[config.mk]
export PLATFORM = sky130hd
export DESIGN_NAME = edo_cycle_decoder
export DESIGN_NICKNAME = d
export VERILOG_FILES = /design/src/rtl/edo_dec_pkg.sv /design/src/rtl/strobe_sampler.sv /design/src/rtl/cycle_classifier.sv /design/src/rtl/cell_array.sv /design/src/rtl/edo_cycle_decoder.sv
export SDC_FILE = /design/constraint.sdc
export NUM_CORES = 1
export LEC_CHECK = 0
export BUFFER_PORTS_ARGS = -buffer_cell sky130_fd_sc_hd__buf_2
export CAP_MARGIN = 30
export CORE_UTILIZATION = 35
export CTS_CLUSTER_SIZE = 30
export DETAILED_ROUTE_END_ITERATION = 12
export PLACE_DENSITY_LB_ADDON = 0.05
export SYNTH_ARGS = -nofsm -noshare
export SYNTH_HDL_FRONTEND = slang
export SYNTH_SLANG_ARGS = --single-unit
[constraint.sdc]
create_clock -name clk -period 11.1 [get_ports clk]
set_clock_uncertainty 0.2 [all_clocks]
set_input_delay 2.22 -clock clk [delete_from_list [all_inputs] [get_ports clk]]
set_output_delay 2.22 -clock clk [all_outputs]
set_load 0.05 [all_outputs]
[src/rtl/edo_dec_pkg.sv]
package edo_dec_pkg;

    typedef enum logic [2:0] {
        CYC_IDLE     = 3'd0,
        CYC_READ     = 3'd1,
        CYC_EARLY_WR = 3'd2,
        CYC_LATE_WR  = 3'd3,
        CYC_RMW      = 3'd4,
        CYC_ROW_RFSH = 3'd5,
        CYC_CBR_RFSH = 3'd6
    } cyc_kind_e;

    // Sampled strobe levels, all active low.
    typedef struct packed {
        logic ras_n;
        logic cas_n;
        logic we_n;
        logic oe_n;
    } strobe_t;

    // Falling-edge events seen between two consecutive samples.
    typedef struct packed {
        logic ras_fall;
        logic cas_fall;
        logic we_fall;
    } strobe_ev_t;

    localparam strobe_t STROBE_IDLE = '{ras_n: 1'b1, cas_n: 1'b1, we_n: 1'b1, oe_n: 1'b1};

    function automatic strobe_ev_t find_edges(strobe_t prev, strobe_t now);
        strobe_ev_t ev;
        ev.ras_fall = prev.ras_n & ~now.ras_n;
        ev.cas_fall = prev.cas_n & ~now.cas_n;
        ev.we_fall  = prev.we_n  & ~now.we_n;
        return ev;
    endfunction

endpackage

[src/rtl/strobe_sampler.sv]
module strobe_sampler
    import edo_dec_pkg::*;
(
    input  logic       clk,
    input  logic       rst,
    input  strobe_t    pins,
    output strobe_ev_t ev
);

    strobe_t last_q;

    always_ff @(posedge clk) begin
        if (rst) last_q <= STROBE_IDLE;
        else     last_q <= pins;
    end

    assign ev = find_edges(last_q, pins);

endmodule

[src/rtl/cycle_classifier.sv]
module cycle_classifier
    import edo_dec_pkg::*;
(
    input  logic       clk,
    input  logic       rst,
    input  strobe_t    pins,
    input  strobe_ev_t ev,
    output cyc_kind_e  kind,
    output logic       drive_en,
    output logic       rd_stb,
    output logic       early_wr,
    output logic       late_wr
);

    cyc_kind_e kind_q, kind_d;
    logic      live_q, live_d;   // read data owned by the driver
    logic      seen_q, seen_d;   // driver was on since the last column fall
    logic      drive_q, drive_d;
    logic      seen_now;

    assign seen_now = seen_q | drive_q;

    always_comb begin
        kind_d   = kind_q;
        live_d   = live_q;
        seen_d   = seen_now;
        rd_stb   = 1'b0;
        early_wr = 1'b0;
        late_wr  = 1'b0;

        if (ev.ras_fall) begin
            kind_d = pins.cas_n ? CYC_ROW_RFSH : CYC_CBR_RFSH;
            live_d = 1'b0;
            seen_d = 1'b0;
        end else if (!pins.ras_n && ev.cas_fall && kind_q != CYC_CBR_RFSH) begin
            seen_d = 1'b0;
            if (!pins.we_n) begin
                kind_d   = CYC_EARLY_WR;
                early_wr = 1'b1;
                live_d   = 1'b0;
            end else begin
                kind_d = CYC_READ;
                rd_stb = 1'b1;
                live_d = 1'b1;
            end
        end else if (!pins.ras_n && !pins.cas_n && ev.we_fall && kind_q == CYC_READ) begin
            kind_d  = seen_now ? CYC_RMW : CYC_LATE_WR;
            late_wr = 1'b1;
            live_d  = 1'b0;
        end

        if (pins.ras_n && pins.cas_n) live_d = 1'b0;
        if (pins.ras_n && !live_d)    kind_d = CYC_IDLE;

        drive_d = live_d & ~pins.oe_n & pins.we_n;
    end

    always_ff @(posedge clk) begin
        if (rst) begin
            kind_q  <= CYC_IDLE;
            live_q  <= 1'b0;
            seen_q  <= 1'b0;
            drive_q <= 1'b0;
        end else begin
            kind_q  <= kind_d;
            live_q  <= live_d;
            seen_q  <= seen_d;
            drive_q <= drive_d;
        end
    end

    assign kind     = kind_q;
    assign drive_en = drive_q;

endmodule

[src/rtl/cell_array.sv]
module cell_array #(
    parameter int ADDR_W = 7,
    parameter int DATA_W = 8
) (
    input  logic              clk,
    input  logic              wr_en,
    input  logic [ADDR_W-1:0] wr_addr,
    input  logic [DATA_W-1:0] wr_data,
    input  logic [ADDR_W-1:0] rd_addr,
    output logic [DATA_W-1:0] rd_data
);

    localparam int DEPTH = 1 << ADDR_W;

    logic [DATA_W-1:0] cells [DEPTH];

    always_ff @(posedge clk) begin
        if (wr_en) cells[wr_addr] <= wr_data;
    end

    assign rd_data = cells[rd_addr];

endmodule

[src/rtl/edo_cycle_decoder.sv]
module edo_cycle_decoder
    import edo_dec_pkg::*;
#(
    parameter int ROW_W  = 4,
    parameter int COL_W  = 3,
    parameter int DATA_W = 8,
    parameter int PIN_W  = (ROW_W > COL_W) ? ROW_W : COL_W
) (
    input  logic              clk,
    input  logic              rst,
    input  logic              ras_n,
    input  logic              cas_n,
    input  logic              we_n,
    input  logic              oe_n,
    input  logic [PIN_W-1:0]  addr,
    input  logic [DATA_W-1:0] din,
    output logic [DATA_W-1:0] dout,
    output logic              dout_en,
    output logic [2:0]        cyc_kind
);

    localparam int ADDR_W = ROW_W + COL_W;

    strobe_t     pins;
    strobe_ev_t  ev;
    cyc_kind_e   kind;
    logic        drive_en, rd_stb, early_wr, late_wr;

    logic [ROW_W-1:0]  row_q;
    logic [COL_W-1:0]  col_q;
    logic [ADDR_W-1:0] rd_addr, wr_addr;
    logic [DATA_W-1:0] rd_data, dout_q;

    assign pins = {ras_n, cas_n, we_n, oe_n};

    strobe_sampler u_sampler (
        .clk  (clk),
        .rst  (rst),
        .pins (pins),
        .ev   (ev)
    );

    cycle_classifier u_class (
        .clk      (clk),
        .rst      (rst),
        .pins     (pins),
        .ev       (ev),
        .kind     (kind),
        .drive_en (drive_en),
        .rd_stb   (rd_stb),
        .early_wr (early_wr),
        .late_wr  (late_wr)
    );

    always_ff @(posedge clk) begin
        if (rst) begin
            row_q  <= '0;
            col_q  <= '0;
            dout_q <= '0;
        end else begin
            if (ev.ras_fall)            row_q  <= addr[ROW_W-1:0];
            if (ev.cas_fall && !ras_n)  col_q  <= addr[COL_W-1:0];
            if (rd_stb)                 dout_q <= rd_data;
        end
    end

    // Row forms the upper index bits, column the lower ones.
    assign rd_addr = {row_q, addr[COL_W-1:0]};
    assign wr_addr = early_wr ? rd_addr : {row_q, col_q};

    cell_array #(
        .ADDR_W (ADDR_W),
        .DATA_W (DATA_W)
    ) u_cells (
        .clk     (clk),
        .wr_en   (early_wr | late_wr),
        .wr_addr (wr_addr),
        .wr_data (din),
        .rd_addr (rd_addr),
        .rd_data (rd_data)
    );

    assign dout     = dout_q;
    assign dout_en  = drive_en;
    assign cyc_kind = kind;

endmodule

== Word-level counts from Yosys, hierarchy flattened ==
Memory sizes are Yosys's and may differ from the RTL's. A register that Yosys moved wholly into a read port is not among the register bits.
Index checks and enable logic that the tools add are counted.

* Add/subtract/negate cells: 0
* Multipliers: 0
* Divide/modulo/power cells: 0
* Magnitude comparators: 0
* Equality and inequality tests: 2
* Shift operators: 0
* Mux-type cells: 22
* Bitwise gates (word level): 11
* Reductions and logical operators: 13

{| class="wikitable"
|+ Operators with widths
! kind !! number
|-
| $mux 1 || 15
|-
| $mux 3 || 5
|-
| $logic_and 1x1->1 || 7
|-
| $and 1x1->1 || 5
|-
| $mux 2 || 2
|-
| $not 1->1 || 4
|-
| $eq 3x1->1 const B || 1
|-
| $logic_not 1->1 || 3
|-
| $ne 3x3->1 const B || 1
|-
| $reduce_bool 3->1 || 1
|-
| $reduce_or 3->1 || 1
|-
| $or 1x1->1 || 2
|-
| $reduce_or 2->1 || 1
|}

* Bits in registers: 16
* Latch bits: 0
* Memory bits (writable): 1024
* Memory bits (read-only): 0
* Input bits: 18
* Output and inout port bits: 12
* Word-level logic and storage cells: 58
* Memories: 1

{| class="wikitable"
|+ Memory list
! name !! words !! bits a word !! rd ports !! clocked after Yosys merged registers in !! write ports !! RTL line !! source
|-
| u_cells.cells || 128 || 8 || 1 || 1 || 1 || cell_array.sv:15 || <nowiki>logic [DATA_W-1:0] cells [DEPTH];</nowiki>
|}

== Logic depth before layout (Yosys ltp) ==
Gate-level depths: netlist of the first run.

* Word-level depth: 11
* Depth in mapped cells: 11
* Depth with buffers taken out: 6

== Modules after synthesis ==
A second synthesis of the first run with hierarchy kept.

* Cell total of the unflattened synthesis: 1733
* Area, all modules: 40607.7 um2

{| class="wikitable"
|+ By module, submodules not included
! module !! times used !! cells each !! area each (um2) !! seq. area each (um2)
|-
| cell_array || 1 || 1627 || 39505.4 || 30749.5
|-
| edo_cycle_decoder || 1 || 57 || 618.1 || 300.3
|-
| cycle_classifier || 1 || 40 || 386.6 || 120.1
|-
| strobe_sampler || 1 || 9 || 97.6 || 60.1
|}

== Worst setup path before layout of the first run ==
OpenSTA, ideal clock, no wires.

* Path kind: input to register
* Start point: in ras_n
* End point: mem u_cells.cells[110][0] (enable)
* Library setup time: 0.370 ns
* Data arrival time: 4.494 ns
* Required time: 10.530 ns
* Path slack: 6.036 ns
* Stages: 8
* Buffers on the path: 3
* Cells stage by stage: or3b_1 > buf_2 > nor4_4 > mux2_2 > or3_1 > buf_2 > buf_6 > nor2_1

* Cells in the longest elaborated chain, start to end: 10
* Elaborated cells on any way between the ends: 17
* Classes of those cells: mux (8); bitwise (3); reduce/logical (6)

{| class="wikitable"
|+ Ends and longest elaborated chain
! item !! RTL line !! source
|-
| start: declaration || edo_cycle_decoder.sv:11 || <nowiki>input logic ras_n,</nowiki>
|-
| $logic_not 1->1 || cycle_classifier.sv:35, cycle_classifier.sv:46 ||
|-
| $logic_and 1x1->1 (3 in a row) || cycle_classifier.sv:46 || <nowiki>end else if (!pins.ras_n && !pins.cas_n && ev.we_fall && kind_q == CYC_READ) begin</nowiki>
|-
| $mux 1 || cycle_classifier.sv:46 ||
|-
| $mux 1 || cycle_classifier.sv:35 || <nowiki>end else if (!pins.ras_n && ev.cas_fall && kind_q != CYC_CBR_RFSH) begin</nowiki>
|-
| $mux 1 || cycle_classifier.sv:31 || <nowiki>if (ev.ras_fall) begin</nowiki>
|-
| $or 1x1->1 || edo_cycle_decoder.sv:76 || <nowiki>.wr_en (early_wr | late_wr),</nowiki>
|-
| $mux 1 || cell_array.sv:18 || <nowiki>if (wr_en) cells[wr_addr] <= wr_data;</nowiki>
|-
| $mux 1 (not written as such) || cell_array.sv:18 ||
|-
| end: declaration || cell_array.sv:15 ||
|}

Parallel ways exist; a longest one is shown, timed or not.

== Worst setup path in the final report of the first run ==
* Start point: in ras_n
* End point: mem u_cells.cells[82][3] (enable)

Same word-level chain as after synthesis.

==> results of run 1 <==
-- layout make-up --
cell class,instances,share of cell area (%)
Multi-Input combinational cell,1020,19.5
Tap cell,1524,4.06
Antenna cell,1,0.00533
Timing Repair Buffer,90,1.77
Clock buffer,149,6.64
Clock inverter,64,1.50
Sequential cell,1048,66.5
-- critical path: cells and delay by family --
kind | cells | cell delay (ns)
and+or+nand+nor | 5 | 2.49
buffers and inverters | 2 | 0.60
muxes | 1 | 0.54
-- power breakdown --
part / leakage [nW] / switching (mW) / internal (mW)
clock network: 1.87 / 1.56 / 2.31
registers: 9.40 / 0.00481 / 4.35
logic: 4.15 / 0.291 / 0.133
total: 15.4 / 1.86 / 6.79
-- stage by stage --
step           setup WS [ns]  power [mW]  area [um^2]
2_1_floorplan           6.04        4.65        40900
3_3_place_gp            4.42        4.86        42800
3_5_place_dp            4.56        4.87        43100
4_1_cts                 5.30        8.75        46900
5_1_grt                 5.14        8.91        47000
6_report                5.32        8.65        47000
-- cells in the mapped netlist, types with 6 or more instances --
cell type | n | share of area [%]
dfxtp_1 | 24 | 1.2
mux4_2 | 128 | 7.0
o21bai_1 | 8 | 0.15
a22oi_1 | 96 | 1.8
nand2_1 | 110 | 1.0
o21ai_0 | 26 | 0.32
mux2i_1 | 324 | 7.9
nor2_2 | 10 | 0.15
and2_1 | 10 | 0.15
edfxtp_1 | 1024 | 75
buf_2 | 56 | 0.68
o22ai_1 | 48 | 0.73
nor2_1 | 133 | 1.2
a41oi_1 | 8 | 0.17
nand3_1 | 38 | 0.46
buf_1 | 21 | 0.19
nor2b_1 | 6 | 0.092
a21oi_1 | 40 | 0.49
nand4_1 | 9 | 0.14
clkbuf_1 | 50 | 0.46
-- registers in the layout, summed over array words and instances, names as in the netlist --
name / count
u_class.live_q: 1
u_class.kind: 3
u_sampler.last_q: 3
col_q: 3
dout: 8
u_class.seen_q: 1
u_cells.cells: 1024
row_q: 4
u_class.drive_en: 1
-- layer usage --
| metal | global-route usage [%] | share of wire (%) |
|---|---|---|
| met4 | 4.89 | 2.3 |
| met2 | 30.5 | 47 |
| met1 | 26.8 | 46 |
| met5 | 0 | 0 |
| met3 | 3.53 | 4.6 |
-- final timing paths --
check / endpoint / slack [ns] / cells after the start
min: col_q[2] / 0.27 / 2
max: u_cells.cells[82][3] / 5.32 / 8
max reg2reg: u_cells.cells[82][3] / 6.71 / 7
min reg2reg: col_q[2] / 0.27 / 2
-- logic make-up after synthesis --
| kind of cell | share of synthesized area, % |
|---|---|
| DFF | 76.3 |
| muxes | 15.0 |
| buffers and inverters | 1.39 |
| AOI/OAI and AO/OA | 3.72 |
| and+or+nand+nor | 3.60 |
-- cells in the final DEF, fill, tap and decap left out, types with 3 or more instances in the layout --
cell,instances
edfxtp_1,1024
mux2i_1,324
nor2_1,132
mux4_2,128
clkbuf_16,116
nand2_1,110
a22oi_1,96
buf_4,55
o22ai_1,48
a21oi_1,40
nand3_1,37
o21ai_0,26
clkinv_1,24
clkbuf_1,24
dfxtp_1,24
buf_2,19
clkinv_2,16
bufinv_16,15
nor2_2,10
and2_1,9
nand4_1,9
clkbuf_8,9
o21bai_1,8
a41oi_1,8
buf_16,6
inv_6,5
nor2b_1,4
or2_2,4
buf_12,4
buf_8,3
buf_6,3
==> impl_metrics.ini, run 1 <==
[sta]
fmax_mhz = 173
rsz0062_at_grt = false
hold_violations = 0
finalSetupTns_ns = 0
period_share_pct = 52.1
setup_viol = 0
tightest_slew_ns = 1.01
slew-limit-headroom_pct = 32.6
maxSlewViolCount = 0
fin_crit_ns = 5.78
holdWs_ns = 0.269

[critical_path]
cp.required_ns = 11.19
cp_max_fo = 9
criticalPathCategory = in -> reg
reg2reg_from = u_sampler.last_q[2]
start_kind = input pin
worst_path_max_delay_cell = nor2_1
worstPathArrival_ns = 5.87
slowest_delay_ns = 0.73
crit_chain = buf_2 -> or3b_1 -> nor4_4 -> mux2i_1 -> nor2b_1 -> nand2_1 -> buf_4 -> nor2_1
critPathLaunch = ras_n
crit_path_end_kind = flip-flop

[floorplan]
die-area_um2 = 118000
core_um2 = 116000
start_util_pct = 35.3
die_x_um = 344
core.rowCount = 125
die_y_um = 344
ios = 30

[clock_network]
insertion_delay_ns = 0.70
cts_max_path_buffers = 3
ctsResizeCount = 0
clk_pin_slew_worst_paths_ns = 0.06
htreeDepth = 3
root_buffer = clkbuf_16
post_cts_buffers = 0
cts_sinks = 1048
cts.hold.buffers_added = 0
cts_tree = built
cts_buffers = 115

[route]
drtAntennaViolNets = 0
routed_wl_um = 112000
post_drt_wl_per_cell_um = 28.8
drc = 0
first_iter_violations = 1569
dr.pass1.iters = 7
vias = 20400
via_per_inst = 5.24

[finish]
final_util_pct = 40.5
area_growth_pct = 14.7
filler_cell_count = 10400
drive_gt1_share_pct = 17.1
layout.cells.non_filler = 3896
multi_input_comb_area_um2 = 9170
regArea_um2 = 31200
fin_nets = 2293

[synthesis]
synth-edff-count = 1024
ys_ff_latch = 1048
ys_seq_area_share_pct = 76.3
ys_types = 39
synth_area_per_cell_um2 = 18.6
ys.flop_type = edfxtp_1
syn_nets = 2215
yosys_warnings = 0
syn_area_um2 = 40900
ys_async_sr_fraction_pct = 0
synth_cells = 2197

[global_route]
grt-ovfl-total = 0
antenna_found_initial = 7
grt_pass1_wl_um = 159000
grt_pass1_vias = 21300
grtUsageTotal_pct = 19.1
grt_max_degree = 79

[min_path]
hp-start = col_q[2]
hold_path.class = reg -> reg

[placement]
portBuffers = 29
place_congestion = 0.774
hpwlAfterDp_um = 66200
dp.cells = 3678

[outcome]
status = finished, final reports clean

[power]
power-per-cell-area_nw_per_um2 = 184
ir_drop_mv = 0.133
p_leak_nw = 15.4

[flow_run]
drv_cap = 0
(Power assumes the default switching activity.)
==> run 2, diff against run 1 <==
==> constraint.sdc (replaced) <==
create_clock -name clk -period 5.8 [get_ports clk]
set_clock_uncertainty 0.2 [all_clocks]
set_input_delay 1.16 -clock clk [delete_from_list [all_inputs] [get_ports clk]]
set_output_delay 1.16 -clock clk [all_outputs]
set_load 0.05 [all_outputs]
==> impl_metrics.ini, run 2 (same netlist as run 1, synthesis figures left out) <==
[finish]
area_growth_pct = 14.7
mostFrequentLayoutCells = edfxtp_1 (1024), mux2i_1 (324), nor2_1 (132)
largest_register_ffs = 1024
fin_nets = 2315
mostFrequentLayoutCell = edfxtp_1
top_register = u_cells.cells
fin_area_um2 = 47000
drive_gt1_share_pct = 17.5
diodes = 0
layout.cells.non_filler = 3914

[critical_path]
cp_max_fo = 9
crit_path_end_kind = flip-flop
cp_top_family = simple AND/OR/NAND/NOR gates
cp.required_ns = 5.92
reg2regPathDepth = 7
worst_path_max_delay_cell = nor2_1
reg2reg_to = u_cells.cells[107][5]
slowest_delay_ns = 0.57
reg2reg_from = u_sampler.last_q[2]
criticalPathCategory = in -> reg
r2r_slack_ns = 1.81
worstPathArrival_ns = 4.45
crit_chain = buf_2 -> or3b_1 -> nor4_4 -> mux2i_1 -> nor2b_1 -> nand2_1 -> buf_4 -> nor2_1
start_kind = input pin
crit_buf_inv = 2

[sta]
fin_crit_ns = 4.34
finalSetupTns_ns = 0
maxSlewViolCount = 0
rsz0062_at_grt = false
hold_violations = 0
setup_viol = 0
fmax_mhz = 231
tightest_slew_ns = 1.02
period_share_pct = 74.8
slew-limit-headroom_pct = 31.6
timing.final.ws_setup_ns = 1.46

[power]
p_clk_share_pct = 43.5
p_seq_share_pct = 51.4
internal-power_mw = 12.7
combPwrFrac_pct = 5.1
switching_share_pct = 21.7
switchingPower_mw = 3.51
ir_drop_mv = 0.259
power-per-cell-area_nw_per_um2 = 345
p_leak_nw = 15.4

[global_route]
grt-ovfl-total = 0
grt_pass1_vias = 21500
grtUsageTotal_pct = 18.9
grt_pass1_wl_um = 159000
grt_max_degree = 81
antenna_found_initial = 5

[placement]
hpwlAfterDp_um = 66300
dp.cells = 3706
portBuffers = 29
dp_slack_ns = 0.744
place_congestion = 0.801
postPlaceCellArea_um2 = 43400

[floorplan]
die_x_um = 344
start_util_pct = 35.3
core_um2 = 116000
core.rowCount = 125
die_y_um = 344
die-area_um2 = 118000
ios = 30

[clock_network]
ctsResizeCount = 0
cts_tree = built
htreeDepth = 3
cts_max_path_buffers = 3
cts.hold.buffers_added = 0
root_buffer = clkbuf_16
insertion_delay_ns = 0.70
cts_buffers = 113
clk_pin_slew_worst_paths_ns = 0.06
cts_sinks = 1048
post_cts_buffers = 0

[route]
via_per_inst = 5.26
routed_wl_um = 111000
drc = 0
drtAntennaViolNets = 0
first_iter_violations = 1741
vias = 20600
post_drt_wl_per_cell_um = 28.5
dr.pass1.iters = 5

[outcome]
status = finished, final reports clean

[min_path]
hp-start = col_q[0]
hold_path_depth = 2
holdPathEnd = col_q[0]
hold_path.class = reg -> reg

[flow_run]
drv_cap = 0
## run 2: cell types whose count changed in the layout (fill, tap and decap cells not counted), moves of 5 or more
cell       delta
inv_6         -5
buf_16        -6
bufinv_16     -6
buf_4        +19
buf_12       +14
## run 2: layout make-up
class,instances,area (um^2)
clock buffer,150,3090
clock inverter,58,517
fill,10400,69100
multi-input combinational,1020,9170
sequential,1048,31200
tap,1524,1910
timing repair buffer,114,1060
## run 2: per-layer routing
metal,global-route usage [%],share of wire (%)
met1,27.0,46
met2,30.1,47
met3,2.93,4.6
met4,5.18,2.1
met5,0,0.023
## run 2: worst reg2reg max path: stages (launching register included)
cell and delay [ns]:
dfxtp_1 0.32, or3b_1 0.49, nor4_4 0.39, mux2i_1 0.52, nor2b_1 0.25, nand2_1 0.44, buf_4 0.42, nor2_1 0.59
## run 2: how the worst max path moves through the flow
stage                            endpoint  startpoint  depth (start not counted)
floorplan           u_cells.cells[110][0]       ras_n                          8
global placement     u_cells.cells[19][1]       ras_n                          8
detailed placement  u_cells.cells[107][4]       ras_n                          8
CTS                 u_cells.cells[107][5]       ras_n                          8
global route        u_cells.cells[107][5]       ras_n                          8
finish              u_cells.cells[107][5]       ras_n                          8
## run 2: power groups by stage
| stage | sequential (mW) | clock, mW | combinational (mW) |
|---|---|---|---|
| final | 8.32 | 7.04 | 0.829 |
| after floorplan | 8.49 | 0 | 0.412 |
| after CTS | 8.32 | 7.22 | 0.852 |
| after global routing | 8.32 | 7.48 | 0.884 |
| after detailed placement | 8.48 | 0 | 0.851 |
| after global placement | 8.48 | 0 | 0.844 |
## run 2: metrics by stage
step	power [mW]	hold WS (ns)	utilization, %
6_report	16.2	0.282	40.5
4_1_cts	16.4	0.282	40.5
5_1_grt	16.7	0.299	40.5
2_1_floorplan	8.91	0.236	-
3_5_place_dp	9.33	0.266	37.4
3_3_place_gp	9.33	0.264	37.3
